<file path="src/rtl/rx_filt_pkg.sv">
package rx_filt_pkg;
  localparam int ADDR_BYTES = 6;
  localparam int ADDR_W     = 8 * ADDR_BYTES;
  localparam logic [ADDR_W-1:0] PAUSE_DA = 48'h0180_C200_0001;
  localparam logic [31:0]       CRC_POLY = 32'hEDB8_8320;

  typedef struct packed {
    logic accept;
    logic reject;
    logic miss;
    logic pause_cand;
  } verdict_t;
endpackage

</file>
<file path="src/rtl/rx_addr_crc.sv">
module rx_addr_crc #(
  parameter int HASH_BITS = 6
) (
  input  logic                 clk_i,
  input  logic                 rst_ni,
  input  logic                 clr_i,
  input  logic                 en_i,
  input  logic [7:0]           byte_i,
  output logic [HASH_BITS-1:0] idx_o
);
  import rx_filt_pkg::*;

  logic [31:0] crc_q, crc_d;

  always_comb begin
    crc_d = crc_q;
    for (int b = 0; b < 8; b++) begin
      if (crc_d[0] ^ byte_i[b]) crc_d = (crc_d >> 1) ^ CRC_POLY;
      else                      crc_d = crc_d >> 1;
    end
  end

  always_ff @(posedge clk_i or negedge rst_ni) begin
    if (!rst_ni)    crc_q <= '1;
    else if (clr_i) crc_q <= '1;
    else if (en_i)  crc_q <= crc_d;
  end

  assign idx_o = crc_q[31 -: HASH_BITS];
endmodule

</file>
<file path="src/rtl/rx_hash_tables.sv">
module rx_hash_tables #(
  parameter int HASH_BITS = 6
) (
  input  logic                   clk_i,
  input  logic                   rst_ni,
  input  logic                   sof_i,
  input  logic                   we_i,
  input  logic [1:0]             sel_i,
  input  logic [(2**HASH_BITS)/2-1:0] wdata_i,
  input  logic [HASH_BITS-1:0]   idx_i,
  output logic [1:0]             hit_o   // [0] group, [1] individual
);
  localparam int TBL  = 2 ** HASH_BITS;
  localparam int HALF = TBL / 2;

  for (genvar g = 0; g < 2; g++) begin : g_tbl
    logic [TBL-1:0] stg_q, act_q;

    always_ff @(posedge clk_i or negedge rst_ni) begin
      if (!rst_ni) begin
        stg_q <= '0;
        act_q <= '0;
      end else begin
        if (we_i && sel_i[1] == 1'(g)) begin
          if (sel_i[0]) stg_q[TBL-1:HALF] <= wdata_i;
          else          stg_q[HALF-1:0]   <= wdata_i;
        end
        if (sof_i) act_q <= stg_q;   // tables frozen for the whole frame
      end
    end

    assign hit_o[g] = act_q[idx_i];
  end
endmodule

</file>
<file path="src/rtl/rx_addr_decide.sv">
module rx_addr_decide
  import rx_filt_pkg::*;
(
  input  logic [ADDR_W-1:0] da_i,
  input  logic [ADDR_W-1:0] station_i,
  input  logic              bc_reject_i,
  input  logic              promisc_i,
  input  logic              flow_ctrl_en_i,
  input  logic              pause_valid_i,
  input  logic              grp_hit_i,
  input  logic              ind_hit_i,
  output verdict_t          verdict_o
);
  logic is_bc, is_grp, p_match, s_match, hit;

  assign is_bc   = &da_i;
  assign is_grp  = da_i[ADDR_W-8];
  assign p_match = (da_i == PAUSE_DA);
  assign s_match = (da_i == station_i);
  assign hit     = is_grp ? (flow_ctrl_en_i ? p_match : grp_hit_i)
                          : (s_match | ind_hit_i);

  always_comb begin
    verdict_o            = '0;
    verdict_o.pause_cand = flow_ctrl_en_i & (p_match | s_match);
    if (is_bc && !bc_reject_i) begin
      verdict_o.accept = 1'b1;
    end else if (verdict_o.pause_cand && pause_valid_i) begin
      verdict_o.reject = 1'b1;
    end else if (!is_bc && hit) begin
      verdict_o.accept = 1'b1;
    end else if (promisc_i) begin
      verdict_o.accept = 1'b1;
      verdict_o.miss   = 1'b1;
    end else begin
      verdict_o.reject = 1'b1;
    end
  end
endmodule

</file>
<file path="src/rtl/rx_addr_filter.sv">
module rx_addr_filter
  import rx_filt_pkg::*;
#(
  parameter int HASH_BITS = 6,
  localparam int WR_W     = (2 ** HASH_BITS) / 2
) (
  input  logic              clk_i,
  input  logic              rst_ni,
  input  logic              sof_i,
  input  logic              byte_valid_i,
  input  logic [7:0]        byte_i,
  input  logic              bc_reject_i,
  input  logic              promisc_i,
  input  logic              flow_ctrl_en_i,
  input  logic [ADDR_W-1:0] station_addr_i,
  input  logic              pause_valid_i,
  input  logic              tbl_we_i,
  input  logic [1:0]        tbl_sel_i,
  input  logic [WR_W-1:0]   tbl_wdata_i,
  output logic              decision_valid_o,
  output logic              accept_o,
  output logic              reject_o,
  output logic              miss_o,
  output logic              pause_cand_o
);
  localparam int CNT_W = $clog2(ADDR_BYTES + 1);

  logic [CNT_W-1:0]     cnt_q;
  logic [ADDR_W-1:0]    da_q;
  logic                 capture, eval_q;
  logic [HASH_BITS-1:0] idx;
  logic [1:0]           hit;
  verdict_t             vd, vd_q;
  logic                 dv_q;

  assign capture = byte_valid_i && !sof_i && (cnt_q < CNT_W'(ADDR_BYTES));

  always_ff @(posedge clk_i or negedge rst_ni) begin
    if (!rst_ni) begin
      cnt_q  <= '0;
      da_q   <= '0;
      eval_q <= 1'b0;
    end else if (sof_i) begin
      cnt_q  <= '0;
      da_q   <= '0;
      eval_q <= 1'b0;
    end else begin
      eval_q <= capture && (cnt_q == CNT_W'(ADDR_BYTES - 1));
      if (capture) begin
        cnt_q <= cnt_q + 1'b1;
        da_q  <= {da_q[ADDR_W-9:0], byte_i};
      end
    end
  end

  rx_addr_crc #(.HASH_BITS(HASH_BITS)) u_crc (
    .clk_i, .rst_ni, .clr_i(sof_i), .en_i(capture), .byte_i, .idx_o(idx)
  );

  rx_hash_tables #(.HASH_BITS(HASH_BITS)) u_tbl (
    .clk_i, .rst_ni, .sof_i, .we_i(tbl_we_i), .sel_i(tbl_sel_i),
    .wdata_i(tbl_wdata_i), .idx_i(idx), .hit_o(hit)
  );

  rx_addr_decide u_dec (
    .da_i(da_q), .station_i(station_addr_i), .bc_reject_i, .promisc_i,
    .flow_ctrl_en_i, .pause_valid_i, .grp_hit_i(hit[0]), .ind_hit_i(hit[1]),
    .verdict_o(vd)
  );

  always_ff @(posedge clk_i or negedge rst_ni) begin
    if (!rst_ni) begin
      vd_q <= '0;
      dv_q <= 1'b0;
    end else if (sof_i) begin
      vd_q <= '0;
      dv_q <= 1'b0;
    end else begin
      dv_q <= eval_q;
      if (eval_q) vd_q <= vd;
    end
  end

  assign decision_valid_o = dv_q;
  assign accept_o         = vd_q.accept;
  assign reject_o         = vd_q.reject;
  assign miss_o           = vd_q.miss;
  assign pause_cand_o     = vd_q.pause_cand;
endmodule

</file>
<file path="config.mk">
export PLATFORM = sky130hd
export DESIGN_NAME = rx_addr_filter
export DESIGN_NICKNAME = d
export VERILOG_FILES = /design/src/rtl/rx_filt_pkg.sv /design/src/rtl/rx_addr_crc.sv /design/src/rtl/rx_hash_tables.sv /design/src/rtl/rx_addr_decide.sv /design/src/rtl/rx_addr_filter.sv
export SDC_FILE = /design/constraint.sdc
export NUM_CORES = 1
export LEC_CHECK = 0
export BUFFER_PORTS_ARGS = -buffer_cell sky130_fd_sc_hd__buf_2
export CAP_MARGIN = 20
export CORE_UTILIZATION = 59
export CTS_CLUSTER_DIAMETER = 30
export DETAILED_ROUTE_END_ITERATION = 6
export PLACE_DENSITY = 0.78
export SLEW_MARGIN = 10
export SYNTH_ARGS = -nofsm -noshare
export SYNTH_HDL_FRONTEND = slang
export SYNTH_SLANG_ARGS = --single-unit
</file>
<file path="constraint.sdc">
create_clock -name clk_i -period 2.9 [get_ports clk_i]
set_input_delay 0.58 -clock clk_i [delete_from_list [all_inputs] [get_ports clk_i]]
set_output_delay 0.58 -clock clk_i [all_outputs]
set_load 0.1 [all_outputs]
</file>
Word level (Yosys, flattened, before mapping) --
Index checks and enable logic that the tools add are counted. Widths: inputs -> output; s select.
Word-level totals: bits in registers 345, input bits 99, output and inout port bits 5, word-level logic and storage cells 93
Operators by class: add/subtract/negate cells 1, order comparisons 2, eq/ne operators 3, multiplexer cells 33, bitwise logic cells 21, reductions and logical operators 18
Operators by type and width (number):
- $mux 32 | 10
- $not 13->14 | 8
- $mux 48 | 2
- $eq 48x41->1 const B | 1
- $eq 48x48->1 | 1
- $reduce_and 48->1 | 1
- $mux 1 | 13
- $bmux 1 s6 | 2
- $logic_and 1x1->1 | 8
- $mux 4 | 2
- $reduce_and 2->1 | 4
- $xor 1x1->1 | 8
- $lt 6x7->1 const B | 1
- $mux 3 | 2
- $mux 2 | 2
- $reduce_bool 2->1 | 2
- $add 3x1->3 const B | 1
- $eq 3x3->1 const B | 1
- $logic_not 1->1 | 3
- $lt 3x3->1 const B | 1
- $not 1->1 | 2
- $or 1x1->1 | 2
- $and 1x1->1 | 1

Logic depth before layout (Yosys ltp) --
Gate-level depths: netlist (run 1).
depth after elaboration 18, gate-level depth with buffers 9, gate-level depth less buffers 7

Cells and area by module --
From an unflattened synthesis (run 1), not the netlist that was laid out.
Second synthesis, totals: cell total of the unflattened synthesis 1166, area total of the unflattened synthesis 16045.4 um2
Modules (own cells, without submodules):
- rx_hash_tables | instances 1, cells each 638, area an instance 10602.7 um2, seq. area each 6406.1 um2
- rx_addr_filter | instances 1, cells each 244, area an instance 2304.7 um2, seq. area each 1426.4 um2
- rx_addr_crc | instances 1, cells each 176, area an instance 2284.7 um2, seq. area each 840.8 um2
- rx_addr_decide | instances 1, cells each 108, area an instance 853.3 um2, seq. area each 0.0 um2

Worst setup path before layout (run 1) --
OpenSTA, ideal clock, no wires.
path kind reg2reg, start point reg u_crc.crc_q[28], end point reg vd_q, in the netlist accept_o, setup time 0.120 ns, data arrival time 2.116 ns, required time 2.780 ns, path slack 0.664 ns, cell stages (with the launch flop) 9, path buffers 2, clock period less this slack 2.236 ns, cell sequence dfstp_2 > clkbuf_1 > clkbuf_1 > mux4_2 > mux2i_1 > nor2_1 > o41ai_1 > a31oi_1 > a31o_1
On the way: cells in the longest elaborated chain, start to end 10, elaborated cells on any way between the ends 13, classes of those cells mux (11); bitwise (1); reduce/logical (1)
RTL lines:
- start: declaration | RTL line rx_addr_crc.sv:13 | logic [31:0] crc_q, crc_d;
- start signal: assignment | RTL line rx_addr_crc.sv:26 | else if (en_i) crc_q <= crc_d;
- $bmux 1 s6 | RTL line rx_hash_tables.sv:32 | assign hit_o[g] = act_q[idx_i];
- $mux 1 (not written as such) | RTL line rx_hash_tables.sv:32
- $or 1x1->1 / $mux 1 (equally long branches) | RTL line rx_addr_decide.sv:21, rx_addr_decide.sv:20
- $mux 1 (*) | RTL line rx_addr_decide.sv:20 | assign hit = is_grp ? (flow_ctrl_en_i ? p_match : grp_hit_i)
- $logic_and 1x1->1 (*) | RTL line rx_addr_decide.sv:30 | end else if (!is_bc && hit) begin
- $mux 1 (*) | RTL line rx_addr_decide.sv:30
- $mux 1 (*) | RTL line rx_addr_decide.sv:28 | end else if (verdict_o.pause_cand && pause_valid_i) begin
- $mux 1 (*) | RTL line rx_addr_decide.sv:26 | if (is_bc && !bc_reject_i) begin
- $mux 4 (*) | RTL line rx_addr_filter.sv:80 | if (eval_q) vd_q <= vd;
- $mux 4 (*) | RTL line rx_addr_filter.sv:75 | end else if (sof_i) begin
- end signal: assignment | RTL line rx_addr_filter.sv:80
- end: declaration | RTL line rx_addr_filter.sv:33 | verdict_t vd, vd_q;
Mark *: on every way between the ends. The rest lies on a longest branch, timed or not. The select of a mux whose other input is x is not followed. A chain may end at the register's enable or synchronous reset.

Final worst setup path (run 1) --
start point reg u_crc.crc_q[26], end point reg vd_q, in the netlist accept_o
Same word-level chain as after synthesis.

==> results.json, run 1 <==
{
  "synth_area_um2": 15700,
  "synth_cell_types": 50,
  "worstPathArrival_ps": 3010,
  "fin_nets": 1433,
  "yosysSeqAreaShare_pct": 55.2,
  "grt_max_degree": 79,
  "endpoint_kind": "register",
  "wl_met1_um": 15400,
  "fin_skew_ps": 21.8,
  "crit_required_ps": 3330,
  "critPathKind": "reg2reg",
  "ys_top_cells_by_count": "313 x dfrtp_1, 256 x mux2_2, 117 x nand2_1",
  "leakage_nw": 8.47,
  "final_antenna_net_count": 0,
  "r2r_slack_ps": 310,
  "grt_antenna_before_repair": 1,
  "multiInputGateArea_um2": 6730,
  "num_rows": 59,
  "critPathLaunch": "u_crc.crc_q[26]$_DFFE_PN1P_",
  "synth_nets": 1301,
  "cts_buffers": 68,
  "pwr-share-seq_pct": 35.2,
  "clkLatencyLatePin_ps": 550,
  "status": "finished, final reports clean",
  "power_w": 0.0186,
  "globalRouteOverflowTotal": 0,
  "maxCapViolations": 0,
  "top_layer": "met4",
  "clock_sinks": 345,
  "synth-seq-cells": 345,
  "powerDensity_nw_per_um2": 978,
  "grt_pass1_vias": 10800,
  "hold_buffers": 0,
  "die_w_um": 165,
  "final-max-slew-violation-count": 0,
  "initial_utilization_pct": 60.2,
  "vdd_drop_max_uv": 626,
  "fin_crit_sh_pct": 89.3,
  "grt_setup_unrepaired": "no",
  "synth.avg_cell_area_um2": 13.1,
  "start_kind": "register",
  "hold_path.class": "in2async",
  "r2r-end": "accept_o$_DFFE_PN0P_",
  "pwr-share-clk_pct": 42.6,
  "period_minus_slack_ps": 2590,
  "synth_most_common_cell": "dfrtp_1",
  "p_comb_share_pct": 22.3,
  "r2r-start": "u_crc.crc_q[26]$_DFFE_PN1P_",
  "vias": 10300,
  "grt_usage_pct": 27.6,
  "drtPass1Iterations": 6,
  "fp.dieArea_um2": 27300,
  "cp_max_fo": 23,
  "wl_per_cell_um": 20.8,
  "drt_iter0_drc": 785,
  "root_buffer": "clkbuf_16",
  "syn_to_final_growth_pct": 21.4,
  "switching_share_pct": 27.7,
  "clk_pin_slew_ps": 50,
  "hpwl_um": 22200,
  "ys_async_sr_fraction_pct": 100,
  "fmax_ghz": 0.386,
  "core_um2": 26100,
  "slew_headroom_pct": 55.8,
  "ys_warn_count": 0,
  "portBuffers": 103,
  "wl_met2_um": 17100,
  "clockBufferDepth": 3,
  "grt_pass1_wl_um": 57700,
  "drive_above_1_share_pct": 41.0,
  "synth-edff-count": 0,
  "final.fill_count": 1649,
  "syn_inst": 1200,
  "switchingPower_w": 0.00517,
  "htree_levels": 3,
  "synth_area_leaders": "dfrtp_1 50%, mux2_2 18%, dfstp_2 5.4%",
  "cts_tree": "built",
  "synth_top_area_cell": "dfrtp_1",
  "tns_ps": 0,
  "regArea_um2": 8670,
  "wl_met3_um": 2230,
  "synthFlopType": "dfrtp_1",
  "worstMarginPinSlew_ps": 662,
  "intPower_w": 0.0135,
  "gp_congestion": 0.919,
  "synth_top_area_share_pct": 49.9,
  "hold_viol_final": 0,
  "viasPerCell": 5.97,
  "post-route-drc-count": 0,
  "ff2ff_path_depth": 8,
  "cts_resized": 0,
  "wl_um": 35700,
  "io_pins": 104,
  "setup_violations": 0,
  "fp.dieH_um": 165,
  "post_cts_buffers": 0
}
==> cell families after synthesis <==
logic type	count (synthesis)	share of synthesized area, %
flops	345	55.2
simple gates	243	7.02
xor+xnor	118	7.64
buf+inv	71	1.98
fa+ha+maj	2	0.159
mux	305	22.9
compound gates	116	5.04
==> cell usage in the layout (no fill, tap or decap), types with 11 or more instances in the layout <==
cell	n
xnor2_1	35
dfstp_2	32
mux2i_1	31
nand2_1	116
clkbuf_16	71
nand3_1	11
nand4_1	18
dfrtp_1	313
xnor2_2	11
buf_4	17
a22oi_1	14
buf_2	101
a211o_1	30
a21oi_1	53
nor2_1	43
nor4_1	24
xor2_1	67
mux2_2	256
mux4_2	18
==> power groups by stage <==
stage | Combinational [W] | Sequential [W] | Clock [W]
2_1_floorplan | 0.00320 | 0.00632 | 0
3_3_place_gp | 0.00401 | 0.00653 | 0
3_5_place_dp | 0.00411 | 0.00658 | 0
4_1_cts | 0.00420 | 0.00654 | 0.00804
5_1_grt | 0.00451 | 0.00665 | 0.00828
6_report | 0.00416 | 0.00655 | 0.00793
==> final cells by class <==
cell class | instances | area share, %
timing repair buffer | 130 | 4.51
clock buffer | 91 | 10.2
clock inverter | 29 | 2.15
tap | 335 | 2.20
antenna | 1 | 0.0131
sequential | 345 | 45.5
multi-input combinational | 784 | 35.3
inverter | 3 | 0.0591
==> per-layer routing <==
metal	global-route usage, %	vias up
met5	0	-
met4	10.8	0
met3	5.37	83
met2	44.6	373
met1	37.1	5236
li1	-	4571
==> worst max-delay path: stages, from the launching register on <==
cell	delay [ps]
dfstp_2	570
buf_12	230
mux4_2	530
a22oi_1	270
nand3_1	140
nand2_1	160
a21oi_1	80
or2_1	250
a31o_1	220
==> registers in the layout (all words and copies together) (netlist names) <==
signal,count
u_tbl.g_tbl.act_q,128
u_tbl.g_tbl.stg_q,128
da_q,48
u_crc.crc_q,32
cnt_q,3
accept_o,1
decision_valid_o,1
eval_q,1
miss_o,1
pause_cand_o,1
reject_o,1
==> worst max-delay path by stage <==
stage | endpoint | depth (start not counted)
after floorplan | accept_o$_DFFE_PN0P_ | 8
after global placement | accept_o$_DFFE_PN0P_ | 7
after detailed placement | reject_o$_DFFE_PN0P_ | 8
after CTS | accept_o$_DFFE_PN0P_ | 8
after global routing | miss_o$_DFFE_PN0P_ | 8
final | accept_o$_DFFE_PN0P_ | 8
==> stage by stage <==
stage | utilization, % | setup WS, ps | cells | area, µm² | hold WS [ps]
after floorplan | - | 664 | 1200 | 15700 | 284
after global placement | 64.1 | 397 | 1597 | 16700 | 479
after detailed placement | 64.1 | 274 | 1597 | 16700 | 486
after CTS | 73.1 | 330 | 1717 | 19100 | 45.1
after global routing | 73.1 | 124 | 1717 | 19100 | 84.6
final | 73.1 | 311 | 1718 | 19100 | 37.0
Power figures use the tool's default switching activity.
==> run 2: changes to the inputs <==
- PLACE_DENSITY: 0.78 -> 0.8
- TNS_END_PERCENT: not set -> 5
==> run 2 against run 1 <==
Compared with the run above: largest power group unchanged; final cell count grew 0.35%; utilization grew 0.058 points; first-iteration DRC count grew 29%; maximum frequency shrank 3.6%; global-route usage grew 1.6 points; total power grew 0.28%; via count grew 2.2%; largest cell class unchanged; clock power grew 0.5%; clock skew shrank 6.4 ps; sequential power grew 1%.
==> results.json, run 2 (synthesis results as in run 1) <==
{
  "die_w_um": 165,
  "layout_common_cells": "313 x dfrtp_1, 256 x mux2_2, 116 x nand2_1",
  "powerDensity_nw_per_um2": 980,
  "status": "finished, final reports clean",
  "worstPathArrival_ps": 3110,
  "wl_um": 37900,
  "slew_headroom_pct": 51.6,
  "start_kind": "register",
  "grt_pass1_vias": 10900,
  "cts_resized": 0,
  "tns_ps": 0,
  "fin_nets": 1436,
  "vdd_drop_max_uv": 844,
  "num_rows": 59,
  "io_pins": 104,
  "clk_pin_slew_ps": 60,
  "final_cell_area_um2": 19100,
  "cts_buffers": 67,
  "fp.dieArea_um2": 27300,
  "grt_setup_unrepaired": "no",
  "grt_antenna_before_repair": 0,
  "gp_congestion": 0.892,
  "maxCapViolations": 0,
  "clkLatencyLatePin_ps": 550,
  "drtPass1Iterations": 5,
  "grt_max_degree": 88,
  "syn_to_final_growth_pct": 21.5,
  "clockBufferDepth": 3,
  "htree_levels": 3,
  "fin_crit_sh_pct": 92.6,
  "place_ws_ps": 315,
  "drt_iter0_drc": 1015,
  "initial_utilization_pct": 60.2,
  "fmax_ghz": 0.372,
  "grt_usage_pct": 29.2,
  "globalRouteOverflowTotal": 0,
  "fp.dieH_um": 165,
  "leakage_nw": 8.49,
  "dp_cells": 1600,
  "hold_viol_final": 0,
  "wl_per_cell_um": 22.0,
  "root_buffer": "clkbuf_16",
  "post-route-drc-count": 0,
  "grt_pass1_wl_um": 60400,
  "viasPerCell": 6.08,
  "portBuffers": 103,
  "endpoint_kind": "register",
  "worstMarginPinSlew_ps": 727,
  "critPathKind": "reg2reg",
  "final_common_cell": "dfrtp_1",
  "setup_slack_ps": 214,
  "cp_max_fo": 16,
  "clock_sinks": 345,
  "crit_required_ps": 3320,
  "largestRegisters": "u_tbl.g_tbl.act_q x128, u_tbl.g_tbl.stg_q x128, da_q x48",
  "setup_violations": 0,
  "cts_tree": "built",
  "fin_skew_ps": 15.4,
  "period_minus_slack_ps": 2690,
  "hpwl_um": 23000,
  "final-max-slew-violation-count": 0,
  "drive_above_1_share_pct": 41.6,
  "vias": 10500,
  "hold_path.class": "in2reg",
  "stdcell_count": 1724,
  "core_um2": 26100,
  "placed_area_um2": 16700,
  "final_antenna_net_count": 0
}
run 2: cell types whose count changed in the layout (fill, tap and decap cells not counted), sizes merged:
cell | previous run | this run
buf | 130 | 133
clkbuf | 91 | 83
clkinv | 12 | 17
clkinvlp | 2 | 4
dlygate4sd3 | 0 | 1
inv | 10 | 13
run 2: power by group:
part | switching (W) | leakage, nW | internal (W)
registers | 0.000776 | 4.16 | 0.00587
clock network | 0.00259 | 1.16 | 0.00538
logic | 0.00193 | 3.17 | 0.00215
total | 0.00529 | 8.49 | 0.0134
run 2: per-stage QoR:
stage | util (%) | total power (W) | hold slack [ps]
finish | 73.2 | 0.0187 | 319
global placement | 64.1 | 0.0105 | 480
floorplan | - | 0.00951 | 284
detailed placement | 64.1 | 0.0106 | 484
global route | 73.2 | 0.0194 | 322
CTS | 73.2 | 0.0188 | 312
run 2: path summary, 6_finish.rpt:
kind                                                  start                                   end  slack (ps)  depth (start not counted)
worst max register to register  u_crc.crc_q[26]$_DFFE_PN1P_                  accept_o$_DFFE_PN0P_         210                          7
worst max-delay path            u_crc.crc_q[26]$_DFFE_PN1P_                  accept_o$_DFFE_PN0P_         210                          7
worst min register to register  u_crc.crc_q[21]$_DFFE_PN1P_           u_crc.crc_q[21]$_DFFE_PN1P_         490                          2
worst min-delay path                        tbl_wdata_i[18]  u_tbl.g_tbl[0].stg_q[50]$_DFFE_PN0P_         320                          2
max in group asynchronous                            rst_ni           u_crc.crc_q[23]$_DFFE_PN1P_        1530                          3
min in group asynchronous                            rst_ni                  da_q[35]$_DFFE_PN0P_         570                          2
run 2: layout make-up:
| cell class | instances | area, µm² |
|---|---|---|
| clock buffers | 83 | 1890 |
| multi-input cells | 784 | 6730 |
| fillers | 1647 | 6980 |
| diodes | 1 | 2.50 |
| repair buffers | 134 | 880 |
| clock inverters | 39 | 465 |
| flip-flops and latches | 345 | 8670 |
| inverters | 3 | 11.3 |
| well taps | 335 | 419 |
run 2: critical path, stage by stage, from the launching register on:
cell and delay (ps):
dfstp_2 780, buf_12 230, mux4_2 520, mux2i_1 190
nor3_1 80, o41ai_1 400, a31oi_1 150, a31o_1 220
run 2: what timing repair did:
item / in CTS / in global routing
hold buffers: 1 / 0
hold endpoints to repair: 40 / 0
endpoints found under the setup margin: 0 / 0
setup buffers: 0 / 0
run 2: per-layer routing:
| layer | track usage (%) | routed length (µm) | up-vias |
|---|---|---|---|
| met5 | 0 | 0 | - |
| met4 | 10.8 | 1030 | 0 |
| met3 | 5.04 | 2400 | 85 |
| met2 | 48.6 | 18900 | 438 |
| met1 | 38.6 | 15500 | 5405 |
| li1 | - | - | 4562 |
